`src/rtl/bcs_pkg.sv`:
```
`timescale 1ns/1ps
package bcs_pkg;
  typedef enum logic [2:0] {
    S_IDLE = 3'd0,
    S_T1   = 3'd1,
    S_T2   = 3'd2,
    S_TW   = 3'd3,
    S_T3   = 3'd4,
    S_T4   = 3'd5
  } bcs_state_e;
endpackage

```
`src/rtl/bcs_fsm.sv`:
```
`timescale 1ns/1ps
module bcs_fsm
  import bcs_pkg::*;
(
  input  logic       clk_i,
  input  logic       rst_ni,
  input  logic       req_i,
  input  logic       ready_i,
  output bcs_state_e state_o,
  output logic       accept_o
);
  bcs_state_e state_q, state_d;

  assign accept_o = req_i && (state_q == S_IDLE || state_q == S_T4);

  always_comb begin
    state_d = state_q;
    unique case (state_q)
      S_IDLE:  state_d = req_i ? S_T1 : S_IDLE;
      S_T1:    state_d = S_T2;
      S_T2:    state_d = ready_i ? S_T3 : S_TW;
      S_TW:    state_d = ready_i ? S_T3 : S_TW;
      S_T3:    state_d = S_T4;
      S_T4:    state_d = req_i ? S_T1 : S_IDLE;
      default: state_d = S_IDLE;
    endcase
  end

  always_ff @(posedge clk_i or negedge rst_ni) begin
    if (!rst_ni) state_q <= S_IDLE;
    else         state_q <= state_d;
  end

  assign state_o = state_q;

  assert_wait_on_low_ready_R4: assert property (@(posedge clk_i) disable iff (!rst_ni)
    ((state_q == S_T2 || state_q == S_TW) && !ready_i) |=> (state_q == S_TW));
  assert_t3_after_ready_R4: assert property (@(posedge clk_i) disable iff (!rst_ni)
    ((state_q == S_T2 || state_q == S_TW) && ready_i) |=> (state_q == S_T3));
  assert_t1_to_t2_R7: assert property (@(posedge clk_i) disable iff (!rst_ni)
    (state_q == S_T1) |=> (state_q == S_T2));
  assert_t4_exit_R9: assert property (@(posedge clk_i) disable iff (!rst_ni)
    (state_q == S_T4) |=> (state_q == S_T1 || state_q == S_IDLE));
endmodule

```
`src/rtl/bcs_req_latch.sv`:
```
`timescale 1ns/1ps
module bcs_req_latch #(
  parameter int ADDR_W = 20,
  parameter int DATA_W = 16
) (
  input  logic              clk_i,
  input  logic              rst_ni,
  input  logic              accept_i,
  input  logic [ADDR_W-1:0] addr_i,
  input  logic              is_mem_i,
  input  logic              is_write_i,
  input  logic [DATA_W-1:0] wdata_i,
  output logic [ADDR_W-1:0] addr_o,
  output logic              is_mem_o,
  output logic              is_write_o,
  output logic [DATA_W-1:0] wdata_o
);
  always_ff @(posedge clk_i or negedge rst_ni) begin
    if (!rst_ni) begin
      addr_o     <= '0;
      is_mem_o   <= 1'b0;
      is_write_o <= 1'b0;
      wdata_o    <= '0;
    end else if (accept_i) begin
      addr_o     <= addr_i;
      is_mem_o   <= is_mem_i;
      is_write_o <= is_write_i;
      wdata_o    <= wdata_i;
    end
  end

  assert_fields_hold_R8: assert property (@(posedge clk_i) disable iff (!rst_ni)
    !accept_i |=> ($stable(addr_o) && $stable(is_write_o) && $stable(wdata_o)));
endmodule

```
`src/rtl/bcs_bus_drive.sv`:
```
`timescale 1ns/1ps
module bcs_bus_drive
  import bcs_pkg::*;
#(
  parameter int ADDR_W = 20,
  parameter int DATA_W = 16
) (
  input  logic              clk_i,
  input  logic              rst_ni,
  input  bcs_state_e        state_i,
  input  logic [ADDR_W-1:0] addr_i,
  input  logic              is_mem_i,
  input  logic              is_write_i,
  input  logic [DATA_W-1:0] wdata_i,
  output logic [ADDR_W-1:0] ad_o,
  output logic              ad_oe_o,
  output logic              ale_o,
  output logic              mem_io_o,
  output logic              dt_r_o,
  output logic              rd_o,
  output logic              wr_o,
  output logic              den_o,
  output logic              done_o
);
  logic busy, data_phase;

  assign busy       = (state_i != S_IDLE);
  assign data_phase = (state_i == S_T2) || (state_i == S_TW) || (state_i == S_T3);

  always_comb begin
    ad_o = '0;
    if (state_i == S_T1)            ad_o = addr_i;
    else if (data_phase && is_write_i) ad_o = ADDR_W'(wdata_i);
  end

  assign ad_oe_o  = (state_i == S_T1) || (data_phase && is_write_i);
  assign ale_o    = (state_i == S_T1);
  assign mem_io_o = busy && is_mem_i;
  assign dt_r_o   = busy && is_write_i;
  assign rd_o     = data_phase && !is_write_i;
  assign wr_o     = data_phase && is_write_i;
  assign den_o    = data_phase;
  assign done_o   = (state_i == S_T4);

  assert_ale_alone_R2: assert property (@(posedge clk_i) disable iff (!rst_ni)
    ale_o |-> (!rd_o && !wr_o && !den_o));
  assert_strobe_excl_R3: assert property (@(posedge clk_i) disable iff (!rst_ni)
    !(rd_o && wr_o));
  assert_done_one_clk_R6: assert property (@(posedge clk_i) disable iff (!rst_ni)
    done_o |=> !done_o);
  assert_lines_hold_R10: assert property (@(posedge clk_i) disable iff (!rst_ni)
    (den_o || done_o) |-> ($stable(mem_io_o) && $stable(dt_r_o)));
endmodule

```
`src/rtl/bcs_capture.sv`:
```
`timescale 1ns/1ps
module bcs_capture
  import bcs_pkg::*;
#(
  parameter int ADDR_W = 20,
  parameter int DATA_W = 16
) (
  input  logic              clk_i,
  input  logic              rst_ni,
  input  bcs_state_e        state_i,
  input  logic              is_write_i,
  input  logic [ADDR_W-1:0] ad_i,
  output logic [DATA_W-1:0] rdata_o
);
  always_ff @(posedge clk_i or negedge rst_ni) begin
    if (!rst_ni)                                rdata_o <= '0;
    else if (state_i == S_T3 && !is_write_i)    rdata_o <= ad_i[DATA_W-1:0];
  end

  assert_rdata_hold_R5: assert property (@(posedge clk_i) disable iff (!rst_ni)
    (state_i != S_T3 || is_write_i) |=> $stable(rdata_o));
endmodule

```
`src/rtl/bus_cycle_seq.sv`:
```
`timescale 1ns/1ps
module bus_cycle_seq
  import bcs_pkg::*;
#(
  parameter int ADDR_W = 20,
  parameter int DATA_W = 16
) (
  input  logic              clk_i,
  input  logic              rst_ni,
  input  logic              req_i,
  input  logic [ADDR_W-1:0] addr_i,
  input  logic              is_mem_i,
  input  logic              is_write_i,
  input  logic [DATA_W-1:0] wdata_i,
  input  logic              ready_i,
  input  logic [ADDR_W-1:0] ad_i,
  output logic [ADDR_W-1:0] ad_o,
  output logic              ad_oe_o,
  output logic              ale_o,
  output logic              mem_io_o,
  output logic              dt_r_o,
  output logic              rd_o,
  output logic              wr_o,
  output logic              den_o,
  output logic [DATA_W-1:0] rdata_o,
  output logic              done_o
);
  bcs_state_e        state;
  logic              accept;
  logic [ADDR_W-1:0] addr_q;
  logic              is_mem_q, is_write_q;
  logic [DATA_W-1:0] wdata_q;

  bcs_fsm u_fsm (
    .clk_i, .rst_ni, .req_i, .ready_i,
    .state_o(state), .accept_o(accept)
  );

  bcs_req_latch #(.ADDR_W(ADDR_W), .DATA_W(DATA_W)) u_latch (
    .clk_i, .rst_ni, .accept_i(accept),
    .addr_i, .is_mem_i, .is_write_i, .wdata_i,
    .addr_o(addr_q), .is_mem_o(is_mem_q), .is_write_o(is_write_q), .wdata_o(wdata_q)
  );

  bcs_bus_drive #(.ADDR_W(ADDR_W), .DATA_W(DATA_W)) u_drive (
    .clk_i, .rst_ni, .state_i(state),
    .addr_i(addr_q), .is_mem_i(is_mem_q), .is_write_i(is_write_q), .wdata_i(wdata_q),
    .ad_o, .ad_oe_o, .ale_o, .mem_io_o, .dt_r_o, .rd_o, .wr_o, .den_o, .done_o
  );

  bcs_capture #(.ADDR_W(ADDR_W), .DATA_W(DATA_W)) u_cap (
    .clk_i, .rst_ni, .state_i(state), .is_write_i(is_write_q),
    .ad_i, .rdata_o
  );
endmodule

```
`config.mk`:
```
export PLATFORM = sky130hd
export DESIGN_NAME = bus_cycle_seq
export DESIGN_NICKNAME = d
export VERILOG_FILES = /design/src/rtl/bcs_pkg.sv /design/src/rtl/bcs_fsm.sv /design/src/rtl/bcs_req_latch.sv /design/src/rtl/bcs_bus_drive.sv /design/src/rtl/bcs_capture.sv /design/src/rtl/bus_cycle_seq.sv
export SDC_FILE = /design/constraint.sdc
export NUM_CORES = 1
export LEC_CHECK = 0
export CAP_MARGIN = 20
export CORE_AREA = 2 2 90 92
export CTS_CLUSTER_SIZE = 40
export DETAILED_ROUTE_END_ITERATION = 10
export DIE_AREA = 0 0 92 94
export GPL_TIMING_DRIVEN = 0
export PLACE_DENSITY = 0.84
export SLEW_MARGIN = 30
export SYNTH_ARGS = -nofsm -noshare
export SYNTH_HDL_FRONTEND = slang
export SYNTH_HIERARCHICAL = 1
export SYNTH_SLANG_ARGS = --single-unit
```
`constraint.sdc`:
```
create_clock -name clk_i -period 1.58 [get_ports clk_i]
set_input_delay 0.158 -clock clk_i [delete_from_list [all_inputs] [get_ports clk_i]]
set_output_delay 0.158 -clock clk_i [all_outputs]
set_load 0.02 [all_outputs]
```
Word-level counts from Yosys, hierarchy flattened:

Cells that the tools add are included.

* output and inout port bits: 44
* word-level logic and storage cells: 31
* register bits after elaboration: 57
* input port bits: 62

* reduce and logical (&&, ||, !) cells: 15
* equality and inequality tests: 5
* muxes and demuxes: 5

Operators by type and width (count)
* $mux W20: 1
* $mux W16: 1
* $pmux W3 S4: 1
* $eq A3 B2 Y1 const B: 2
* $eq A3 B3 Y1 const B: 2
* $logic_and A1 B1 Y1: 6
* $logic_or A1 B1 Y1: 4
* $reduce_or A2 Y1: 2
* $eq A3 B1 Y1 const B: 1
* $logic_not A3 Y1: 1
* $mux W3: 1
* $reduce_bool A3 Y1: 1
* $logic_not A1 Y1: 1
* $mux W1: 1

Longest topological paths before layout:

* depth in word-level cells: 6
* gate-level depth with buffers: 5

By module:

The synthesis kept the hierarchy.

Modules (own cells, without submodules)
* bcs_req_latch: cells an instance 80, area an instance 1492.7 um2, instances 1
* bcs_bus_drive: cells an instance 99, area an instance 804.5 um2, instances 1
* bcs_capture: cells an instance 34, area an instance 615.6 um2, instances 1
* bcs_fsm: cells an instance 13, area an instance 143.9 um2, instances 1

Worst setup path before layout:

No wires, ideal clock.

* path type: reg-to-output
* start: register u_fsm.state_q[1] (netlist: u_fsm/state_o[1])
* end: output ad_o[16]
* stages on the path, launching flop included: 5
* data required time: 1.422 ns
* buffers on the path: 2
* path slack: -0.122 ns
* data arrival time: 1.544 ns
* cells stage by stage: dfrtp_1 -> buf_6 -> buf_2 -> nand2b_1 -> nor3b_1

* longest elaborated chain between the ends: 2

Ends and longest elaborated chain
* start, declared: line bcs_fsm.sv:12 `bcs_state_e state_q, state_d;`
* start signal, assigned: line bcs_fsm.sv:31 `else state_q <= state_d;`
* $eq A3 B1 Y1: line bcs_bus_drive.sv:32 `if (state_i == S_T1) ad_o = addr_i;`
* $mux W20: line bcs_bus_drive.sv:32
* end, declared: line bus_cycle_seq.sv:17 `output logic [ADDR_W-1:0] ad_o,`

No other way between the ends.

Final worst setup path:

* start: register u_fsm.state_q[1] (netlist: u_fsm/state_o[1])
* end: output ad_o[6]

* longest elaborated chain between the ends: 6

Ends and longest elaborated chain
* $eq A3 B2 Y1: line bcs_bus_drive.sv:28 `assign data_phase = (state_i == S_T2) || (state_i == S_TW) || (state_i == S_T3);`
* $logic_or A1 B1 Y1 (2 in a row): line bcs_bus_drive.sv:28
* $logic_and A1 B1 Y1: line bcs_bus_drive.sv:33 `else if (data_phase && is_write_i) ad_o = ADDR_W'(wdata_i);`
* $mux W16: line bcs_bus_drive.sv:33
* $mux W20 (*): line bcs_bus_drive.sv:32

Mark *: on every way between the ends. The rest lies on a longest branch, timed or not.

==> impl_metrics.csv <==
group,metric,value,unit
outcome,status,"finished with violations",
outcome,violations,"setup timing",
power,switching_power,0.00403,W
synth,netlist_area,0.00306,mm^2
sta,slew_violations,0,
synth,avgSynthCellArea,13.5,um^2
power,cellPowerDensity,2210,mW/mm^2
floorplanning,start_util,0.402,
power,clkPwrFrac,0.127,
place,place.gp.congestion,0.762,
synth,synth.net_count,288,
clocking,cts_max_path_buffers,2,
sta,worstMarginPinSlew,327,ps
detailed_routing,postRouteAntennaNets,0,
floorplanning,core,0.00761,mm^2
global_routing,use_met1,0.229,
detailed_routing,drt_iter0_markers,107,
sta,hold-worst-slack,263,ps
detailed_routing,dr_total_vias,2443,
place,place.detailed.hpwl,5.52,mm
setup_path,cp-end-kind,"output port",
clocking,ctsHtreeMaxLevel,3,
cells_and_area,area_delta_synth_final,60.2,%
sta,slew-limit-headroom,0.782,
cells_and_area,drive_gt1_frac,0.478,
detailed_routing,wl_per_cell,18.1,um
clocking,cts-root-buf,"clkbuf_8",
clocking,clock-sinks,57,
cells_and_area,final_cells,468,
synth,yosys-top-cells-area,"dfrtp_1 (47%), mux2_2 (13%), mux2_4 (9.8%)",
sta,hold_violations,0,
sta,setup_ws,-392,ps
clocking,cts_buffers,9,
synth,yosys.area.top_type,"dfrtp_1",
global_routing,use_met3,0.0554,
setup_path,cp.required,1420,ps
synth,synth_seq_cells,57,
global_routing,grt_pass1_wl,12.8,mm
sta,min_period,1970,ps
clocking,clk_latency,340,ps
cells_and_area,nets,424,
detailed_routing,drc,0,
setup_path,arrival,1810,ps
place,dp_cells,430,
detailed_routing,viasPerCell,5.22,
sta,setup_viol,82,
power,peakVddDrop,0.000953,V
global_routing,grt_busiest_layer,"met2",
synth,yosysWarnings,6,
setup_path,worst-setup-path-type,"reg -> out",
place,io_buffers,101,
floorplanning,ios,106,
floorplanning,rows,32,
min_path,hold_path_class,"in -> async",
global_routing,antenna_found_initial,0,
cells_and_area,final_common_cell,"clkdlybuf4s50_1",
sta,timing.final.crit_share,1.25,
cells_and_area,utilization,0.644,
power,power.static_leakage,2.17,nW
cells_and_area,mostFrequentLayoutCells,"clkdlybuf4s50_1 (72), dfrtp_1 (54), mux2_4 (47)",
global_routing,grt_max_degree,36,
setup_path,cp_max_fo,5,
synth,synth_cell_type_count,29,
global_routing,grtUsageMet2,0.331,
cells_and_area,antenna_cells,0,
sta,fmax,0.507,GHz
sta,finalClockSkew,4.94,ps
job,cap_violations,0,
power,p_int,0.00677,W
detailed_routing,dr.pass1.iters,4,
power,p_comb_frac,0.619,
floorplanning,die_y,94,um
clocking,clkTransAtPathRegs,60,ps
detailed_routing,drt_wl_total,8.45,mm
global_routing,globalRouteOverflowTotal,0,
floorplanning,die-area,0.00865,mm^2
global_routing,grt_pass1_vias,2595,
clocking,cts_tree,"done",
synth,synth.top_cell.area_share,0.467,
power,switching_share,0.373,
sta,rsz0062_at_grt,"yes",
synth,syn_inst,226,
setup_path,crit_path_start_kind,"flip-flop",
power,power_frac_seq,0.255,
floorplanning,die_w,92,um
global_routing,grt_usage,0.193,
synth,ys_seq_area_frac,0.467,
power,power,0.0108,W
## layout make-up
cell class / instances / area [um^2]
inverters: 2 / 7.51
clock buffers: 12 / 155
plain buffers: 19 / 189
repair buffers: 127 / 1290
flip-flops and latches: 57 / 1430
multi-input cells: 146 / 1650
fillers: 583 / 2710
clock inverters: 3 / 40.0
well taps: 102 / 128
## per-stage QoR
stage | worst slack, ps | setup TNS [ps] | cell area (um^2)
floorplan | -122 | -2820 | 3070
global placement | -1490 | -110640 | 4210
detailed placement | -670 | -27820 | 4220
CTS | -379 | -15440 | 4740
global route | -454 | -21800 | 4900
finish | -392 | -17000 | 4900
## final timing paths
check | slack, ps | cells after the start | startpoint | endpoint
worst max-delay path | -390 | 5 | u_fsm/state_o[1]$_DFF_PN0_ | ad_o[6]
worst min-delay path | 260 | 2 | rst_ni | u_latch/wdata_o[0]$_DFFE_PN0P_
worst max register to register | -250 | 6 | u_fsm/state_o[0]$_DFF_PN0_ | u_latch/wdata_o[0]$_DFFE_PN0P_
worst min register to register | 500 | 1 | u_latch/is_mem_o$_DFFE_PN0P_ | u_latch/is_mem_o$_DFFE_PN0P_
max in group asynchronous | 820 | 3 | rst_ni | u_fsm/state_o[2]$_DFF_PN0_
min in group clk_i | 430 | 2 | ad_i[9] | u_cap/rdata_o[9]$_DFFE_PN0P_
## sequential cells by signal (all words and copies together) (netlist names)
name and count:
u_latch/addr_o 20, u_latch/is_mem_o 1, u_cap/rdata_o 16, u_fsm/state_o 3, u_latch/is_write_o 1, u_latch/wdata_o 16
## worst max-delay path: stages, from the launching register on
cell      delay (ps)
dfrtp_2          420
buf_6            130
buf_4            150
or4bb_4          530
o211ai_4         100
buf_6            140
## cell usage after synthesis (all sizes together)
master	count
dfrtp	57
mux2	54
nand2	17
nand4b	16
o211ai	16
or4bb	14
buf	13
clkbuf	7
nor3b	5
a21oi	4
nor2	4
inv	2
nand2b	2
nand4bb	2
nor2b	2
a211oi	1
a22o	1
dlymetal6s2s	1
mux2i	1
nor3	1
nor4b	1
o21a	1
o21bai	1
o22ai	1
or3b	1
xor2	1
## cell families after synthesis
group	after synthesis	share of synthesized area
XOR/XNOR	1	0.00287
multiplexers	55	0.227
flip-flops	57	0.467
buffers and inverters	23	0.0528
AO/OA/AOI/OAI	25	0.0868
AND/OR/NAND/NOR	65	0.164
## power by group through the flow
stage | logic, W | registers [W] | clock network (W)
floorplan | 0.00327 | 0.00287 | 0
global placement | 0.00527 | 0.00273 | 0
detailed placement | 0.00537 | 0.00278 | 0
CTS | 0.00621 | 0.00271 | 0.00140
global route | 0.00704 | 0.00283 | 0.00148
finish | 0.00668 | 0.00275 | 0.00137
## repair_timing
item                       4_1_cts  5_1_grt
hold endpoints to repair        22        0
setup endpoints to repair       82       82
pin swaps                       13        5
gates cloned                     2        1
hold buffers                     1        0
setup buffers                   19        5
gates resized for setup        193       51
## metal layers
layer | vias to the layer above | part of all wire
li1 | 1113 | -
met1 | 1238 | 0.41
met2 | 82 | 0.51
met3 | 10 | 0.057
met4 | 0 | 0.014
met5 | - | 0
(Power assumes the default switching activity.)
